$ cat src/rtl/uart_core.sv
module uart_core #(
  parameter int DEPTH = 16
) (
  input  logic       clk,
  input  logic       rst_n,
  input  logic       bus_sel,
  input  logic       bus_wr,
  input  logic [2:0] bus_addr,
  input  logic [7:0] bus_wdata,
  output logic [7:0] bus_rdata,
  input  logic       rxd,
  output logic       txd,
  output logic       rx_irq,
  output logic       tx_irq
);
  localparam int PW = $clog2(DEPTH);
  localparam int CW = PW + 1;
  localparam int DIVW = 12;
  localparam logic [2:0] W_DATA = 3'd0, W_STAT = 3'd1, W_DLO = 3'd2, W_DMID = 3'd3,
                         W_FMT = 3'd4, W_EN = 3'd5, W_FLAG = 3'd6;

  typedef enum logic [2:0] {S_IDLE, S_START, S_DATA, S_PAR, S_STOP} ser_t;

  logic [7:0] div_lo;
  logic [3:0] div_mid;
  logic [6:0] fmt;
  logic       en;
  logic [DIVW-1:0] div_a;
  logic [6:1] fmt_a;

  wire wr_any  = bus_sel & bus_wr;
  wire rd_data = bus_sel & ~bus_wr & (bus_addr == W_DATA);
  wire wr_data = wr_any & (bus_addr == W_DATA);
  wire go      = wr_any & (bus_addr == W_EN) & bus_wdata[0];

  wire       par_en   = fmt_a[1];
  wire       par_even = fmt_a[2];
  wire       two_stop = fmt_a[3];
  wire       fifo_on  = fmt_a[4];
  wire [1:0] wlen     = fmt_a[6:5];
  wire [2:0] last_idx = {1'b0, wlen} + 3'd4;
  wire [CW-1:0] cap   = fifo_on ? CW'(DEPTH) : CW'(1);

  always_ff @(posedge clk or negedge rst_n)
    if (!rst_n) begin
      div_lo <= '0; div_mid <= '0; fmt <= 7'h70; en <= 1'b0;
      div_a <= '0; fmt_a <= 6'h38;
    end else if (wr_any) begin
      case (bus_addr)
        W_DLO:  div_lo  <= bus_wdata;
        W_DMID: div_mid <= bus_wdata[3:0];
        W_FMT:  fmt     <= bus_wdata[6:0];
        W_EN: begin
          en <= bus_wdata[0];
          if (bus_wdata[0]) begin
            div_a <= {div_mid, div_lo};
            fmt_a <= fmt[6:1];
          end
        end
        default: ;
      endcase
    end

  logic [DIVW-1:0] bcnt;
  wire tick = en & (bcnt == div_a);
  always_ff @(posedge clk or negedge rst_n)
    if (!rst_n) bcnt <= '0;
    else bcnt <= (!en || tick) ? '0 : bcnt + 1'b1;

  // transmit queue and shifter
  logic [7:0]    tx_mem [DEPTH];
  logic [PW-1:0] tx_wp, tx_rp;
  logic [CW-1:0] tx_cnt;
  ser_t          tx_st;
  logic [7:0]    tx_sh;
  logic [2:0]    tx_idx;
  logic [3:0]    tx_tk;
  logic          tx_par, tx_stop2;

  wire tx_push = wr_data & (tx_cnt < cap);
  wire tx_load = tick & (tx_st == S_IDLE) & (tx_cnt != 0);
  wire [7:0] tx_mask = 8'hFF >> (2'd3 - wlen);
  wire [7:0] tx_head = tx_mem[tx_rp] & tx_mask;

  always_ff @(posedge clk)
    if (tx_push) tx_mem[tx_wp] <= bus_wdata;

  always_ff @(posedge clk or negedge rst_n)
    if (!rst_n) begin
      tx_wp <= '0; tx_rp <= '0; tx_cnt <= '0;
    end else begin
      if (tx_push) tx_wp <= tx_wp + 1'b1;
      if (tx_load) tx_rp <= tx_rp + 1'b1;
      tx_cnt <= tx_cnt + CW'(tx_push) - CW'(tx_load);
    end

  always_ff @(posedge clk or negedge rst_n)
    if (!rst_n) begin
      tx_st <= S_IDLE; tx_sh <= '0; tx_idx <= '0; tx_tk <= '0;
      tx_par <= 1'b0; tx_stop2 <= 1'b0;
    end else if (!en) begin
      tx_st <= S_IDLE;
    end else if (tx_load) begin
      tx_st  <= S_START;
      tx_sh  <= tx_head;
      tx_par <= par_even ? ^tx_head : ~^tx_head;
      tx_tk  <= '0;
    end else if (tick && tx_st != S_IDLE) begin
      tx_tk <= tx_tk + 1'b1;
      if (tx_tk == 4'd15) begin
        case (tx_st)
          S_START: begin tx_st <= S_DATA; tx_idx <= '0; end
          S_DATA: begin
            tx_sh <= tx_sh >> 1;
            if (tx_idx == last_idx) begin
              tx_st <= par_en ? S_PAR : S_STOP;
              tx_stop2 <= 1'b0;
            end else tx_idx <= tx_idx + 1'b1;
          end
          S_PAR: begin tx_st <= S_STOP; tx_stop2 <= 1'b0; end
          S_STOP:
            if (two_stop && !tx_stop2) tx_stop2 <= 1'b1;
            else tx_st <= S_IDLE;
          default: tx_st <= S_IDLE;
        endcase
      end
    end

  logic line;
  always_comb
    case (tx_st)
      S_START: line = 1'b0;
      S_DATA:  line = tx_sh[0];
      S_PAR:   line = tx_par;
      default: line = 1'b1;
    endcase
  assign txd = line & ~fmt[0];

  // receive shifter and queue
  logic          rs1, rs2;
  ser_t          rx_st;
  logic [7:0]    rx_sh;
  logic [2:0]    rx_idx;
  logic [3:0]    rx_tk;
  logic          rx_acc, rx_perr, ovr_pend;
  logic [10:0]   rx_mem [DEPTH];
  logic [PW-1:0] rx_wp, rx_rp;
  logic [CW-1:0] rx_cnt;
  logic [2:0]    stat;

  wire rx_pop  = rd_data & (rx_cnt != 0);
  wire rx_fin  = (rx_st == S_STOP) & tick & (rx_tk == 4'd15);
  wire rx_room = (rx_cnt < cap) | rx_pop;
  wire rx_push = rx_fin & rx_room;
  wire [10:0] rx_word = {ovr_pend, rx_perr, ~rs2, rx_sh >> (2'd3 - wlen)};

  always_ff @(posedge clk or negedge rst_n)
    if (!rst_n) begin rs1 <= 1'b1; rs2 <= 1'b1; end
    else begin rs1 <= rxd; rs2 <= rs1; end

  always_ff @(posedge clk or negedge rst_n)
    if (!rst_n) begin
      rx_st <= S_IDLE; rx_sh <= '0; rx_idx <= '0; rx_tk <= '0;
      rx_acc <= 1'b0; rx_perr <= 1'b0;
    end else if (!en) begin
      rx_st <= S_IDLE;
    end else if (tick) begin
      rx_tk <= rx_tk + 1'b1;
      case (rx_st)
        S_IDLE:
          if (!rs2) begin rx_st <= S_START; rx_tk <= '0; end
        S_START:
          if (rx_tk == 4'd7) begin
            rx_tk <= '0;
            if (rs2) rx_st <= S_IDLE;
            else begin
              rx_st <= S_DATA; rx_idx <= '0; rx_acc <= 1'b0; rx_perr <= 1'b0;
            end
          end
        S_DATA:
          if (rx_tk == 4'd15) begin
            rx_tk  <= '0;
            rx_sh  <= {rs2, rx_sh[7:1]};
            rx_acc <= rx_acc ^ rs2;
            if (rx_idx == last_idx) rx_st <= par_en ? S_PAR : S_STOP;
            else rx_idx <= rx_idx + 1'b1;
          end
        S_PAR:
          if (rx_tk == 4'd15) begin
            rx_tk <= '0;
            rx_perr <= rx_acc ^ rs2 ^ ~par_even;
            rx_st <= S_STOP;
          end
        S_STOP:
          if (rx_tk == 4'd15) rx_st <= S_IDLE;
        default: rx_st <= S_IDLE;
      endcase
    end

  always_ff @(posedge clk)
    if (rx_push) rx_mem[rx_wp] <= rx_word;

  always_ff @(posedge clk or negedge rst_n)
    if (!rst_n) begin
      rx_wp <= '0; rx_rp <= '0; rx_cnt <= '0; ovr_pend <= 1'b0; stat <= '0;
    end else begin
      if (rx_push) rx_wp <= rx_wp + 1'b1;
      if (rx_pop) begin
        rx_rp <= rx_rp + 1'b1;
        stat  <= rx_mem[rx_rp][10:8];
      end
      rx_cnt <= rx_cnt + CW'(rx_push) - CW'(rx_pop);
      if (rx_fin) ovr_pend <= ~rx_room;
    end

  wire busy    = (tx_st != S_IDLE) | (tx_cnt != 0);
  wire tx_full = (tx_cnt >= cap);

  always_comb
    case (bus_addr)
      W_DATA:  bus_rdata = rx_mem[rx_rp][7:0];
      W_STAT:  bus_rdata = {5'b0, stat};
      W_DLO:   bus_rdata = div_lo;
      W_DMID:  bus_rdata = {4'b0, div_mid};
      W_FMT:   bus_rdata = {1'b0, fmt};
      W_EN:    bus_rdata = {7'b0, en};
      W_FLAG:  bus_rdata = {2'b0, tx_full, rx_cnt == 0, busy, 3'b0};
      default: bus_rdata = 8'h00;
    endcase

  assign rx_irq = (rx_cnt != 0);
  assign tx_irq = en & ~tx_full;

  p_full_drop_r6: assert property (@(posedge clk) disable iff (!rst_n)
    (wr_data && tx_cnt >= cap && !tx_load) |=> tx_cnt == $past(tx_cnt));
  p_tx_bound_r6: assert property (@(posedge clk) disable iff (!rst_n)
    tx_cnt <= CW'(DEPTH));
  p_empty_pop_r8: assert property (@(posedge clk) disable iff (!rst_n)
    (rd_data && rx_cnt == 0 && !rx_fin) |=> rx_cnt == 0);
  p_halt_r4: assert property (@(posedge clk) disable iff (!rst_n)
    !en |=> (tx_st == S_IDLE && rx_st == S_IDLE));
  p_start_low_r2: assert property (@(posedge clk) disable iff (!rst_n)
    tx_load |=> !txd);
  p_overrun_mark_r11: assert property (@(posedge clk) disable iff (!rst_n)
    (rx_fin && !rx_room) |=> (ovr_pend && rx_cnt == $past(rx_cnt)));
endmodule

$ cat config.mk
export PLATFORM = sky130hd
export DESIGN_NAME = uart_core
export DESIGN_NICKNAME = d
export VERILOG_FILES = /design/src/rtl/uart_core.sv
export SDC_FILE = /design/constraint.sdc
export NUM_CORES = 1
export LEC_CHECK = 0
export CORE_MARGIN = 2
export CORE_UTILIZATION = 46
export DETAILED_ROUTE_END_ITERATION = 8
export GPL_TIMING_DRIVEN = 0
export HOLD_SLACK_MARGIN = 0.12
export PLACE_DENSITY = 0.63
export REMOVE_ABC_BUFFERS = 1
export SLEW_MARGIN = 20
export SYNTH_ARGS = -nofsm -noshare
export SYNTH_HDL_FRONTEND = slang
export SYNTH_SLANG_ARGS = --single-unit
$ cat constraint.sdc
create_clock -name clk -period 3.4 [get_ports clk]
set_input_delay 0.34 -clock clk [delete_from_list [all_inputs] [get_ports clk]]
set_output_delay 0.34 -clock clk [all_outputs]
set_load 0.05 [all_outputs]
==> results summary <==
The total net switching power came out at 4.37 mW. The vertical die dimension is 203 um. Along the worst path, the maximum fanout reaches 8. The path class of the lowest-slack min-delay path is in2reg. The overall fraction of global-route tracks in use came out at 0.195. The total number of H-tree levels is 2.

The placeable core area came out at 38900 um2. The proportion of power drawn by the clock network came out at 0.322. The longest clock path from root to sink contains 3 buffers. The final number of max-transition violations was 0. The clock slew seen by the registers of the worst setup and hold paths is 0.06 ns.

The smallest hold slack came out at 0.181 ns. The type of element launching the critical path is a register. By area the synthesized netlist is led by sky130_fd_sc_hd__edfxtp_1, sky130_fd_sc_hd__dfrtp_1, sky130_fd_sc_hd__mux4_2. The number of max-capacitance violations reported came out at 0. Counting every sink on the clock net gives 426. In the synthesized netlist the dominant register cell turns out to be sky130_fd_sc_hd__edfxtp_1. The met2 layer usage reported by global route is 0.322.

The internal power of the cells totals 10.9 mW. The worst setup timing slack at the placement stage is -1.36 ns. The final period utilization came out at 1.01. Setup repair after global routing could not meet its margin everywhere.

The share of synthesized area occupied by flip-flops and latches came out at 0.668. The number of global-route vias before repair came out at 9782. The routability-driven placement congestion ratio is 0.779. The type of the setup path with the least slack is reg2out. The post-synthesis cell area is 18300 um2. The highest cell delay on the worst timing path came out at 0.52 ns. The worst relative slew slack is 0.360.

The slowest cell on the critical path is sky130_fd_sc_hd__dfrtp_4. After synthesis, the mean cell area works out to 16.4 um2. The first global-routing pass estimated 60.4 mm of wire. The power share of the sequential group is 0.428. The number of antenna violations at the first check in global routing came out at 0. The starting density of the core is 0.469. The number of ports placed on the die boundary is 27. After the last flow step, the layout net total stands at 1234. The maximum number of pins on one net before global-route repair is 97. The fraction of final layout cells with drive strength greater than 1 is 0.249.

The smallest clock period supported by the final layout is computed as 3.43 ns. The met3 capacity usage during global routing came out at 0.0307. Summed over all cells, the static leakage comes to 7.52 nW. In the routed layout, each cell is associated on average with a via count of 5.57.

The DRC marker count from the first detailed-route iteration came out at 670. The post-place instance area came out at 19200 um2. The width of the chip is 203 um. The worst setup path is captured at a primary output. The number of inserted filler cells in the final layout came out at 3108. Summed over all layers, the global routing overflow is 0. The switching share of power came out at 0.287.

The data arrival time of the critical path is 3.09 ns. After global routing, the most crowded layer is met2. The combinational fraction of design power is 0.250. Yosys mapped the design onto 60 distinct sky130hd cell types. The finished cells cover 21100 um2. The post-route antenna net violation count is 0.

The final worst-path setup slack is -0.0314 ns. The cell accounting for the most synthesized area is sky130_fd_sc_hd__edfxtp_1. The first TritonRoute pass finished after 5 iterations. In the global route stage, met1 resource usage came out at 0.266. The share of the synthesized area in the top cell type is 0.500.

For the worst setup path, the data required time is 3.06 ns. The area of the die is 41300 um2. The setup TNS came out at -0.0581 ns. On the final layout, the worst clock skew is 0.0186 ns. The half-perimeter wire length after placement is 24.8 mm. Based on the critical path, the design can be clocked at up to 0.291 GHz. The total wire length is 39.0 mm. Synthesis produced a netlist whose cell count is 1116.

The placement row count is 72. The checks that failed: negative setup slack. The clock tree from TritonCTS is yes. The count of state elements after synthesis is 426.

Walking the worst path, the cells encountered are buf_16 -> mux4_2 -> mux4_2 -> mux4_2 -> inv_2 -> o21ai_2 -> buf_6. The insertion delay of the later-clocked pin in the worst-skew pair is 0.57 ns. In the synthesized netlist the async set-or-reset flop fraction comes to 0.286.

The power per cell area is 722 nW/um2. The number of design rule violations left after detail routing is 0. The area added between synthesis and finish is 15.5%. The clock tree root buffer cell is sky130_fd_sc_hd__clkbuf_16. The worst vdd rail ir drop is 0.473 mV. The most used standard cell by instance count after synthesis is sky130_fd_sc_hd__edfxtp_1. The number of hold violations in the final report was 0.

TritonCTS created 45 clock buffers. The average wire per cell in the routed design is 22.5 um. After synthesis, the most frequently instantiated cells are sky130_fd_sc_hd__edfxtp_1, sky130_fd_sc_hd__dfrtp_1, sky130_fd_sc_hd__mux4_2. The quantity of I/O buffers inserted on ports came out at 26. The post-layout total power is 15.2 mW.

Setup violations remaining at the end of the flow were counted as 2. For the pin with the worst max-slew slack, the measured transition is 0.958 ns. The flow ran to the end, but the final reports show violations. The number of synthesized flops with an enable pin is 304.

The most frequent cell on the critical path is sky130_fd_sc_hd__mux4_2. The count of inserted antenna diode cells is 0. The number of warning messages in the yosys log is 0. The overall via count from detail_route is 9653.
[cell type report]
type / instances / area, um2 / share of cell area
multi-input cells: 606 / 5930 / 0.281
well taps: 518 / 648 / 0.0307
clock inverters: 24 / 278 / 0.0132
repair buffers: 68 / 714 / 0.0339
inverters: 36 / 135 / 0.00641
flip-flops and latches: 426 / 12200 / 0.579
clock buffers: 55 / 1180 / 0.0562
[through the flow]
stage | std cells | utilization
after CTS | 1718 | 0.536
after detailed placement | 1628 | 0.493
after global placement | 1612 | 0.487
final | 1733 | 0.542
after global routing | 1733 | 0.542
after floorplan | 1068 | -
[power groups by stage]
stage,Clock [mW],Combinational (mW),Sequential (mW)
after floorplan,0,2.47,6.59
after global placement,0,3.11,6.89
after detailed placement,0,3.39,6.70
after CTS,5.00,3.72,6.50
after global routing,5.22,4.18,6.59
final,4.91,3.81,6.52
[layout by cell type (no fill, tap or decap), types with 13 or more instances in the layout]
cell type	count
sky130_fd_sc_hd__inv_1	32
sky130_fd_sc_hd__nand2_1	54
sky130_fd_sc_hd__nand3_1	23
sky130_fd_sc_hd__nor2b_1	14
sky130_fd_sc_hd__buf_4	27
sky130_fd_sc_hd__mux2i_1	40
sky130_fd_sc_hd__a21oi_1	22
sky130_fd_sc_hd__clkbuf_16	48
sky130_fd_sc_hd__dfrtp_1	110
sky130_fd_sc_hd__mux2_2	60
sky130_fd_sc_hd__mux4_2	76
sky130_fd_sc_hd__clkdlybuf4s50_1	13
sky130_fd_sc_hd__and2_1	14
sky130_fd_sc_hd__nor2_1	47
sky130_fd_sc_hd__xnor2_1	41
sky130_fd_sc_hd__edfxtp_1	304
sky130_fd_sc_hd__ha_1	33
sky130_fd_sc_hd__o21ai_0	26
[final timing paths]
check                                          start  depth (start not counted)                    to  slack [ns]
worst min-delay path                             rxd                          1         rs1$_DFF_PN1_        0.18
worst max register to register     bcnt[0]$_DFF_PN0_                          6  tx_sh[3]$_DFFE_PN0P_        0.20
min in group asynchronous                      rst_n                          2  tx_rp[3]$_DFFE_PN0N_        0.23
worst min register to register         rs1$_DFF_PN1_                          0         rs2$_DFF_PN1_        0.35
worst max-delay path            rx_rp[0]$_DFFE_PN0N_                          7          bus_rdata[3]       -0.03
max in group asynchronous                      rst_n                          3  rx_rp[0]$_DFFE_PN0N_        2.37
[worst max-delay path, delay by kind of cell, from the launching register on]
kind	cells	cell delay, ns
flops	1	0.52
buf+inv	3	0.43
compound gates	1	0.06
mux	3	1.50
[routing by layer]
layer  up-vias  wire [um]
met2       182      19300
li1       4426          -
met1      4987      17100
met3        58       1580
met5         -          0
met4         0       1000
[registers in the layout, indices dropped and copies added (netlist names), 4 cells and up]
| name | cells |
|---|---|
| bcnt | 12 |
| tx_sh | 8 |
| tx_wp | 4 |
| tx_tk | 4 |
| tx_rp | 4 |
| div_lo | 8 |
| rx_rp | 4 |
| div_a | 12 |
| rx_sh | 8 |
| rx_cnt | 5 |
| rx_tk | 4 |
| div_mid | 4 |
| fmt | 7 |
| tx_cnt | 5 |
| rx_wp | 4 |
| fmt_a | 6 |
| tx_mem | 128 |
| rx_mem | 176 |
[logic make-up (layout without fill, tap and decap cells)]
group	after synthesis	count (layout)	synth area share
flip-flops	426	426	0.668
AND/OR/NAND/NOR	229	229	0.0632
multiplexers	183	183	0.159
AO/OA/AOI/OAI	105	105	0.0382
buffers and inverters	84	183	0.0199
XOR/XNOR	54	54	0.0271
adder cells (fa/ha/maj)	35	35	0.0248
[what timing repair did]
action,CTS,global route
hold buffers,1,0
hold endpoints to repair,114,0
buffers inserted,9,13
setup endpoints to repair,221,126
pin swaps,2,4
cloned,1,2
resized for setup,68,24
Note: power is estimated with default switching activity, not from simulation.
